## config.mk

```make
export PLATFORM = sky130hd
export DESIGN_NAME = psram_ctrl
export DESIGN_NICKNAME = d
export VERILOG_FILES = /design/src/rtl/psram_ctrl_pkg.sv /design/src/rtl/psram_rst_sync.sv /design/src/rtl/psram_lockout.sv /design/src/rtl/psram_seq.sv /design/src/rtl/psram_ctrl.sv
export SDC_FILE = /design/constraint.sdc
export NUM_CORES = 1
export LEC_CHECK = 0
export BUFFER_PORTS_ARGS = -buffer_cell sky130_fd_sc_hd__buf_2
export CORE_MARGIN = 2
export CORE_UTILIZATION = 50
export DETAILED_ROUTE_END_ITERATION = 10
export PLACE_DENSITY_LB_ADDON = 0.15
export SLEW_MARGIN = 20
export SYNTH_ARGS = -nofsm -noshare
export SYNTH_HDL_FRONTEND = slang
export SYNTH_SLANG_ARGS = --single-unit
```

## constraint.sdc

```tcl
create_clock -name clk -period 3.05 [get_ports clk]
set_input_delay 0.305 -clock clk [delete_from_list [all_inputs] [get_ports clk]]
set_output_delay 0.305 -clock clk [all_outputs]
set_load 0.02 [all_outputs]
```

## src/rtl/psram_ctrl_pkg.sv

```systemverilog
package psram_ctrl_pkg;

  localparam int DW = 16;

  typedef enum logic [2:0] {
    ST_LOCK, ST_IDLE, ST_ADDR, ST_READ, ST_WRITE, ST_HOLD, ST_RECOV
  } seq_state_t;

  typedef struct packed {
    logic ce_n;
    logic oe_n;
    logic we_n;
    logic ub_n;
    logic lb_n;
    logic dq_oe;
  } pin_ctl_t;

  // time in ns to whole clock cycles, rounded up, never below one
  function automatic int ns_to_cyc(input int t_ns, input int clk_ns);
    int c;
    c = (t_ns + clk_ns - 1) / clk_ns;
    return (c < 1) ? 1 : c;
  endfunction

  function automatic int imax(input int a, input int b);
    return (a > b) ? a : b;
  endfunction

endpackage

```

## src/rtl/psram_rst_sync.sv

```systemverilog
module psram_rst_sync (
  input  logic clk,
  input  logic rst_n,
  output logic rst_n_sync
);
  logic [1:0] sync_q;

  always_ff @(posedge clk or negedge rst_n) begin
    if (!rst_n) sync_q <= 2'b00;
    else        sync_q <= {sync_q[0], 1'b1};
  end

  assign rst_n_sync = sync_q[1];
endmodule

```

## src/rtl/psram_lockout.sv

```systemverilog
module psram_lockout #(
  parameter int CYC = 20000
) (
  input  logic clk,
  input  logic rst_n,
  output logic lock_done
);
  localparam int CW = $clog2(CYC + 1);

  logic [CW-1:0] cnt_q;
  logic          cnt_en;

  assign cnt_en = (cnt_q != '0);

  always_ff @(posedge clk or negedge rst_n) begin
    if (!rst_n)      cnt_q <= CW'(CYC - 1);
    else if (cnt_en) cnt_q <= cnt_q - 1'b1;
  end

  assign lock_done = !cnt_en;
endmodule

```

## src/rtl/psram_seq.sv

```systemverilog
module psram_seq
  import psram_ctrl_pkg::*;
#(
  parameter int AW       = 20,
  parameter int RD_CYC   = 7,
  parameter int WR_CYC   = 7,
  parameter int HOLD_CYC = 1,
  parameter int CD_CYC   = 2
) (
  input  logic          clk,
  input  logic          rst_n,
  input  logic          lock_done,
  input  logic          req_valid,
  input  logic          req_write,
  input  logic [AW-1:0] req_addr,
  input  logic [DW-1:0] req_wdata,
  input  logic [1:0]    req_be,
  output logic          req_ready,
  output logic [DW-1:0] rd_data,
  output logic          rd_done,
  output pin_ctl_t      pins,
  output logic [AW-1:0] mem_addr,
  output logic [DW-1:0] mem_dq_out,
  input  logic [DW-1:0] mem_dq_in
);
  localparam int CMAX = imax(imax(RD_CYC, WR_CYC), imax(HOLD_CYC, CD_CYC));
  localparam int CNT_W = $clog2(CMAX + 1);

  seq_state_t    st_q, st_nx;
  logic [CNT_W-1:0] cnt_q, cnt_nx;
  logic [AW-1:0] addr_q;
  logic [DW-1:0] wdata_q, rd_q;
  logic [1:0]    be_q;
  logic          wr_q, done_q;
  logic          accept, capture, finish, cnt_zero;
  pin_ctl_t      pins_q, pins_nx;

  assign cnt_zero  = (cnt_q == '0);
  assign req_ready = (st_q == ST_IDLE);

  // next-state and counter
  always_comb begin
    st_nx   = st_q;
    cnt_nx  = cnt_zero ? cnt_q : cnt_q - 1'b1;
    accept  = 1'b0;
    capture = 1'b0;
    finish  = 1'b0;
    unique case (st_q)
      ST_LOCK:  if (lock_done) st_nx = ST_IDLE;
      ST_IDLE:  if (req_valid) begin
                  accept = 1'b1;
                  st_nx  = ST_ADDR;
                end
      ST_ADDR:  begin
                  st_nx  = wr_q ? ST_WRITE : ST_READ;
                  cnt_nx = wr_q ? CNT_W'(WR_CYC - 1) : CNT_W'(RD_CYC - 1);
                end
      ST_READ:  if (cnt_zero) begin
                  capture = 1'b1;
                  finish  = 1'b1;
                  st_nx   = ST_RECOV;
                  cnt_nx  = CNT_W'(CD_CYC - 1);
                end
      ST_WRITE: if (cnt_zero) begin
                  finish = 1'b1;
                  st_nx  = ST_HOLD;
                  cnt_nx = CNT_W'(HOLD_CYC - 1);
                end
      ST_HOLD:  if (cnt_zero) begin
                  st_nx  = ST_RECOV;
                  cnt_nx = CNT_W'(CD_CYC - 1);
                end
      ST_RECOV: if (cnt_zero) st_nx = ST_IDLE;
      default:  st_nx = ST_LOCK;
    endcase
  end

  // pin decode from the next state, registered below so pins never glitch
  always_comb begin
    pins_nx.ce_n  = !((st_nx == ST_READ) || (st_nx == ST_WRITE));
    pins_nx.oe_n  = (st_nx != ST_READ);
    pins_nx.we_n  = (st_nx != ST_WRITE);
    pins_nx.ub_n  = !((st_nx == ST_READ) || ((st_nx == ST_WRITE) && be_q[1]));
    pins_nx.lb_n  = !((st_nx == ST_READ) || ((st_nx == ST_WRITE) && be_q[0]));
    pins_nx.dq_oe = (st_nx == ST_WRITE) || (st_nx == ST_HOLD);
  end

  always_ff @(posedge clk or negedge rst_n) begin
    if (!rst_n) begin
      st_q   <= ST_LOCK;
      cnt_q  <= '0;
      pins_q <= '{ce_n: 1'b1, oe_n: 1'b1, we_n: 1'b1, ub_n: 1'b1, lb_n: 1'b1, dq_oe: 1'b0};
      done_q <= 1'b0;
    end else begin
      st_q   <= st_nx;
      cnt_q  <= cnt_nx;
      pins_q <= pins_nx;
      done_q <= finish;
    end
  end

  always_ff @(posedge clk or negedge rst_n) begin
    if (!rst_n) begin
      addr_q  <= '0;
      wdata_q <= '0;
      be_q    <= '0;
      wr_q    <= 1'b0;
    end else if (accept) begin
      addr_q  <= req_addr;
      wdata_q <= req_wdata;
      be_q    <= req_be;
      wr_q    <= req_write;
    end
  end

  always_ff @(posedge clk or negedge rst_n) begin
    if (!rst_n)       rd_q <= '0;
    else if (capture) rd_q <= mem_dq_in;
  end

  assign pins       = pins_q;
  assign rd_data    = rd_q;
  assign rd_done    = done_q;
  assign mem_addr   = addr_q;
  assign mem_dq_out = wdata_q;
endmodule

```

## src/rtl/psram_ctrl.sv

```systemverilog
module psram_ctrl
  import psram_ctrl_pkg::*;
#(
  parameter int AW         = 20,
  parameter int CLK_NS     = 10,
  parameter int T_PWRUP_NS = 200000,
  parameter int T_RC_NS    = 70,
  parameter int T_AA_NS    = 70,
  parameter int T_PWE_NS   = 60,
  parameter int T_WC_NS    = 70,
  parameter int T_DH_NS    = 5,
  parameter int T_CD_NS    = 15,
  parameter int T_CEMAX_NS = 40000
) (
  input  logic          clk,
  input  logic          rst_n,
  input  logic          req_valid,
  output logic          req_ready,
  input  logic          req_write,
  input  logic [AW-1:0] req_addr,
  input  logic [15:0]   req_wdata,
  input  logic [1:0]    req_be,
  output logic [15:0]   rd_data,
  output logic          rd_done,
  output logic          mem_ce_n,
  output logic          mem_oe_n,
  output logic          mem_we_n,
  output logic          mem_ub_n,
  output logic          mem_lb_n,
  output logic          mem_zz_n,
  output logic [AW-1:0] mem_addr,
  output logic [15:0]   mem_dq_out,
  output logic          mem_dq_oe,
  input  logic [15:0]   mem_dq_in
);
  localparam int PWR_CYC    = ns_to_cyc(T_PWRUP_NS, CLK_NS);
  localparam int RD_CYC     = imax(ns_to_cyc(T_RC_NS, CLK_NS), ns_to_cyc(T_AA_NS, CLK_NS));
  localparam int WR_CYC     = imax(ns_to_cyc(T_PWE_NS, CLK_NS), ns_to_cyc(T_WC_NS, CLK_NS));
  localparam int HOLD_CYC   = ns_to_cyc(T_DH_NS, CLK_NS);
  localparam int CD_CYC     = ns_to_cyc(T_CD_NS, CLK_NS);
  localparam int CE_MAX_CYC = T_CEMAX_NS / CLK_NS;

  logic     rst_n_sync;
  logic     lock_done;
  pin_ctl_t pins;

  psram_rst_sync rst_sync_i (
    .clk        (clk),
    .rst_n      (rst_n),
    .rst_n_sync (rst_n_sync)
  );

  psram_lockout #(.CYC(PWR_CYC)) lockout_i (
    .clk       (clk),
    .rst_n     (rst_n_sync),
    .lock_done (lock_done)
  );

  psram_seq #(
    .AW(AW), .RD_CYC(RD_CYC), .WR_CYC(WR_CYC), .HOLD_CYC(HOLD_CYC), .CD_CYC(CD_CYC)
  ) seq_i (
    .clk        (clk),
    .rst_n      (rst_n_sync),
    .lock_done  (lock_done),
    .req_valid  (req_valid),
    .req_write  (req_write),
    .req_addr   (req_addr),
    .req_wdata  (req_wdata),
    .req_be     (req_be),
    .req_ready  (req_ready),
    .rd_data    (rd_data),
    .rd_done    (rd_done),
    .pins       (pins),
    .mem_addr   (mem_addr),
    .mem_dq_out (mem_dq_out),
    .mem_dq_in  (mem_dq_in)
  );

  assign mem_ce_n  = pins.ce_n;
  assign mem_oe_n  = pins.oe_n;
  assign mem_we_n  = pins.we_n;
  assign mem_ub_n  = pins.ub_n;
  assign mem_lb_n  = pins.lb_n;
  assign mem_dq_oe = pins.dq_oe;
  assign mem_zz_n  = 1'b1;
endmodule

```

==> metrics.txt, run 1 <==
unrepaired setup endpoints after global routing false; num ports roughly 120; area of the multi-input gates around 1500 um^2; max-cap violation count 0; wire per inst between 10 and 15 um; Port Buf Inserts between 100 and 150; class of the worst hold path in -> reg; Die Height 90.3 um; Root Driver clkbuf_8; Die ar. 8150 um^2; Top Family by Delay on Critical Path simple AND/OR/NAND/NOR gates; Worst Path Max Fanout 39; slowest CP cell dfrtp_1; final hold viol count 0; Setup CP Type reg -> reg; #FFs+latches synth 85; Post-Place Cells around 470; CP Buf/Inv Count 0; Synth Flop Type dfrtp_1; final estimated routing congestion in global placement ~0.84; synth unique cells 53; final std cells w/o fill ~490; # fillers around 620; GRT Overall Usage about 18%; Cell Area, Synth approximately 3700 um^2; worst path required time around 3300 ps; antenna viol nets, final 0; most frequent cells in the layout buf_2, dfrtp_1, mux2_2; synthesis-to-layout area growth 23.9%; Max rail drop VDD about 0.55 mV; commonest non-fill, non-tap cell in the layout buf_2; total design power 4.76 mW; 1st-iter DRT viols between 100 and 150; Setup violations, final 0; number of synthesized flops with an enable pin 0; # Post-CTS Setup Buffers 0; status finished clean; first-pass GRT wire length approximately 12 mm; Reg clk slew, reported paths about 80 ps; via-per-instance ratio about 5.1; largest net degree at the start of global routing between 80 and 90; initial core utilization 51.6%; Cells after Synth 266; Worst Setup Start Kind flip-flop; drt pass-1 iters 4; register area about 2100 um^2; register area share after synthesis between 50 and 60%; CP Cell Sequence or2_1 -> nor2_2 -> and2_4 -> mux2_2; core footprint a little over 7000 um^2; # diodes 0; GRT overflow 0; standard-cell rows 31; Die X-Extent 90.3 um; P_leak ~2.2 nW; # DRC 0; Worst setup EP type flip-flop; Mean Syn Cell Area about 14 um^2; fin crit share about two thirds; nets@finish 453; initial antenna violation count 0; CTS Buf Count 9; via count roughly 2500; Worst Skew 10.4 ps; CTS tree yes; fmax 0.500 GHz; Slew Limit Fails 0; Least-Margin Pin Slew 583 ps; Synth async-reset ratio 100%; CP arrival around 2200 ps; final hold slack 167 ps; Ys Warns 0; total clock sinks between 80 and 90; clk_lat worst skew about 350 ps; Rel. slew slack about three fifths; htree depth 3; Clock Path Buffers 2; HPWL Detailed approximately 5.0 mm; Finished Core Util 63.9%; Placement Cell Area ~4400 um^2; layout cell share with drive strength beyond 1 55.1%; PD cells between 1000 and 1500 nW/um^2; vias in the first global route approximately 2400; Resized Gates After CTS 0; CP max stage delay 510 ps; fin crit period ~2000 ps; WL final around 7 mm; final setup margin 1050 ps; setup tns final 0 ps; final instance area between 4000 and 5000 um^2; Post-Place Setup Slack 1050 ps
## what timing repair did
item                                    CTS  global route
endpoints found under the setup margin    0             0
hold endpoints to repair                  2             0
hold buffers                              1             0
## flip-flops by register name, indices dropped and copies added (netlist names)
signal,count
seq_i.st_q,3
seq_i.rd_done,1
seq_i.mem_addr,20
seq_i.wr_q,1
rst_sync_i.sync_q,2
seq_i.rd_data,16
seq_i.cnt_q,3
lockout_i.cnt_q,15
seq_i.be_q,2
seq_i.pins,6
seq_i.mem_dq_out,16
## per-layer routing
layer | wire length (um) | up-vias | track usage, %
met5 | 0 | - | 0
met4 | 152 | 0 | 8.08
met3 | 417 | 11 | 4.92
met2 | 3270 | 93 | 27.1
met1 | 3170 | 1203 | 24.3
li1 | - | 1188 | -
## final timing paths
path                                       from                   end  slack [ps]  cells past startpoint
min                               req_wdata[11]  seq_i.mem_dq_out[11]         170                      2
max                               seq_i.st_q[1]     seq_i.mem_addr[1]        1050                      4
max reg2reg                       seq_i.st_q[1]     seq_i.mem_addr[1]        1050                      4
max in group asynchronous  rst_sync_i.sync_q[1]         seq_i.pins[3]        2060                      1
min in group asynchronous                 rst_n  rst_sync_i.sync_q[1]         270                      2
min reg2reg                rst_sync_i.sync_q[1]         seq_i.be_q[1]         340                      0
## Yosys cell counts, types with 2 or more instances
cell type / instances / area share, %
mux2_1: 2 / 0.60
nor2_1: 12 / 1.2
buf_6: 2 / 0.60
buf_4: 4 / 0.81
inv_1: 6 / 0.60
nor3_1: 2 / 0.27
buf_2: 3 / 0.40
nand2b_1: 2 / 0.34
dfrtp_1: 71 / 48
o211ai_1: 2 / 0.40
inv_2: 2 / 0.20
a21oi_1: 6 / 0.81
nor4_4: 2 / 1.1
o21ai_0: 2 / 0.27
dfstp_2: 14 / 9.9
ha_1: 7 / 2.4
nor2_2: 2 / 0.34
nand3_1: 5 / 0.67
xnor2_1: 12 / 2.8
mux2i_1: 5 / 1.3
mux2_2: 54 / 16
nand4b_1: 2 / 0.47
nand2_1: 9 / 0.91
a21o_1: 2 / 0.40
nand3b_1: 6 / 1.2
nor3b_1: 2 / 0.40
a21boi_0: 2 / 0.40
## kinds of logic (layout without fill, tap and decap cells)
kind of cell | count (synthesis) | count (layout) | share of synthesized area, %
AOI/OAI and AO/OA | 25 | 25 | 5.51
xor gates and xnor gates | 13 | 13 | 3.06
adders and majority gates | 7 | 7 | 2.35
buffers and inverters | 17 | 142 | 2.62
DFF | 85 | 85 | 57.6
muxes | 61 | 61 | 18.3
other | 1 | 2 | 0.101
and+or+nand+nor | 57 | 57 | 10.5
## layout make-up
cell class                      count  area share, %
Clock buffer                       10           2.77
Inverter                            8          0.651
Tap cell                           99           2.69
Clock inverter                      5           1.82
Sequential cell                    85           46.6
Multi-Input combinational cell    165           32.2
Timing Repair Buffer              119           13.3
## where the power goes
part / internal, mW / total (mW) / switching, mW
registers: 1.60 / 1.86 / 0.264
logic: 0.879 / 2.03 / 1.16
clock network: 0.460 / 0.858 / 0.398
## worst register-to-register path, delay by kind of cell, from the launching register on
family / cells / cell delay (ps)
simple gates: 3 / 960
flops: 1 / 510
mux: 1 / 430
Power figures use the tool's default switching activity.
==> run 2: changes to the inputs <==
--- a/config.mk
+++ b/config.mk
@@ -5,6 +5,7 @@
 export SDC_FILE = /design/constraint.sdc
 export NUM_CORES = 1
 export LEC_CHECK = 0
+export ABC_AREA = 1
 export BUFFER_PORTS_ARGS = -buffer_cell sky130_fd_sc_hd__buf_2
 export CORE_MARGIN = 2
 export CORE_UTILIZATION = 50
==> constraint.sdc (replaced) <==
create_clock -name clk -period 1.9 [get_ports clk]
set_input_delay 0.19 -clock clk [delete_from_list [all_inputs] [get_ports clk]]
set_output_delay 0.19 -clock clk [all_outputs]
set_load 0.02 [all_outputs]
==> metrics.txt, run 2 <==
status finished clean; Worst Skew ~11 ps; Worst Path Max Fanout 17; nets@finish 518; final std cells w/o fill 557; CP arrival 1940 ps; final hold slack around 50 ps; final estimated routing congestion in global placement between 0.8 and 0.9; via-per-instance ratio 4.76; Die Height roughly 90 um; Synth Flop Type dfrtp_1; setup tns final 0 ps; initial antenna violation count 0; Reg clk slew, reported paths 90 ps; Top Metal Used met4; max reg flops 20; Worst setup EP type flip-flop; final hold viol count 0; Clock Path Buffers 2; fin crit period 1710 ps; Slew Limit Fails 0; antenna viol nets, final 0; drt pass-1 iters 4; largest net degree at the start of global routing 47; most numerous cell in the Yosys netlist dfrtp_1; Synth area leaders dfrtp_1, dfstp_2, mux2_1, mux2_2, nand2_1; fin crit share about nine tenths; Routed met1 length 3.14 mm; 1st-iter DRT viols 64; first-pass GRT wire length roughly 12 mm; num ports 119; # DRC 0; Port Buf Inserts 117; synth unique cells 34; standard-cell rows 31; most frequent cells in the layout buf_2, dfrtp_1, nand2_1; final instance area between 4000 and 5000 um^2; class of the worst hold path in -> reg; Post-Place Cells 540; register area share after synthesis a little under three fifths; fmax between 0.5 and 0.6 GHz; Ys Warns 0; max-cap violation count 0; #FFs+latches synth 85; synth cell count leaders dfrtp_1, nand2_1, inv_1; Mean Syn Cell Area between 10 and 15 um^2; total clock sinks between 80 and 90; Finished Core Util roughly 64%; P_leak between 2 and 2.5 nW; wire per inst between 10 and 15 um; layout cell share with drive strength beyond 1 43.0%; unrepaired setup endpoints after global routing false; clk_lat worst skew 350 ps; met2 wire len between 3 and 4 mm; Placement Cell Area between 4000 and 5000 um^2; total design power approximately 7.2 mW; post-synth top area cell dfrtp_1; CTS Buf Count 9; Met3 Routed Length around 400 um; Worst Setup Start Kind flip-flop; PD cells roughly 1500 nW/um^2; commonest non-fill, non-tap cell in the layout buf_2; # diodes 0; GRT Overall Usage between 15 and 20%; HPWL Detailed between 5 and 6 mm; via count around 2700; WL final 7.12 mm; Post-Place Setup Slack ~180 ps; Max rail drop VDD roughly 0.68 mV; final setup margin between 150 and 200 ps; Setup CP Type reg -> reg; Yosys top cell area share between 40% and 50%; Cells after Synth ~330; Cell Area, Synth between 3000 and 4000 um^2; worst path required time about 2100 ps; Synth async-reset ratio between 90% and 100%; Die X-Extent roughly 90 um; vias in the first global route ~2600; htree depth 3; GRT overflow 0; synthesis-to-layout area growth 24.1%; Root Driver clkbuf_8; initial core utilization 51.8%; CTS tree yes; Setup violations, final 0; number of synthesized flops with an enable pin 0; core footprint ~7300 um^2; Resized Gates After CTS 0; Die ar. around 8200 um^2
run 2: cell count changes in the layout (fill, tap and decap cells not counted), sizes merged, moves of 4 or more:
cell / change
nand2: +42
inv: +31
nor2: +17
nand3: +10
xnor2: -10
mux2i: -5
nand3b: -5
a21oi: +4
mux2: -4
run 2: routing by layer:
| layer | track usage (%) | vias up |
|---|---|---|
| met3 | 4.17 | 10 |
| li1 | - | 1312 |
| met1 | 23.9 | 1245 |
| met2 | 30.2 | 85 |
| met4 | 5.13 | 0 |
| met5 | 0 | - |
run 2: critical path: stages, from the launching register on:
cell     delay [ps]
dfrtp_1         390
inv_1           110
ha_1            200
inv_1            40
nor2_1          230
nand3_4         270
mux2_2          350
run 2: worst paths after layout:
check                                      end  cells past startpoint  slack, ps            startpoint
min in group asynchronous    seq_i.rd_data[15]                      0        130  rst_sync_i.sync_q[1]
setup / recovery             seq_i.rd_data[10]                      6        190        seq_i.cnt_q[0]
setup reg to reg             seq_i.rd_data[10]                      6        190        seq_i.cnt_q[0]
hold / removal             seq_i.mem_dq_out[5]                      2         50          req_wdata[5]
hold reg to reg              seq_i.rd_data[15]                      0        130  rst_sync_i.sync_q[1]
max in group asynchronous     seq_i.rd_data[6]                      1       1170  rst_sync_i.sync_q[1]
run 2: repair_timing:
item | in CTS | in global routing
endpoints found under the setup margin | 0 | 0
hold buffers | 1 | 0
endpoints found under the hold margin | 2 | 0
setup buffers | 0 | 0
run 2: cell type report:
cell class,instances,area (um^2)
timing repair buffer,121,643
clock inverter,6,63.8
fill,610,2590
sequential,85,2150
multi-input combinational,196,1410
clock buffer,10,128
inverter,40,150
tap,99,124
run 2: logic make-up (layout without fill, tap and decap cells):
logic type	after synthesis	count (layout)	share of synthesized area, %
other	1	2	0.0998
xor gates and xnor gates	5	5	1.17
AOI/OAI and AO/OA	19	19	2.80
DFF	85	85	57.1
adders and majority gates	7	7	2.33
and+or+nand+nor	111	111	15.0
buffers and inverters	46	177	5.59
muxes	52	52	16.0
run 2: where the power goes:
part	switching [mW]	leakage [nW]	internal, mW
Clock	0.621	0.0923	0.605
Sequential	0.346	0.998	2.54
Combinational	1.86	1.37	1.23
Total	2.83	2.46	4.37
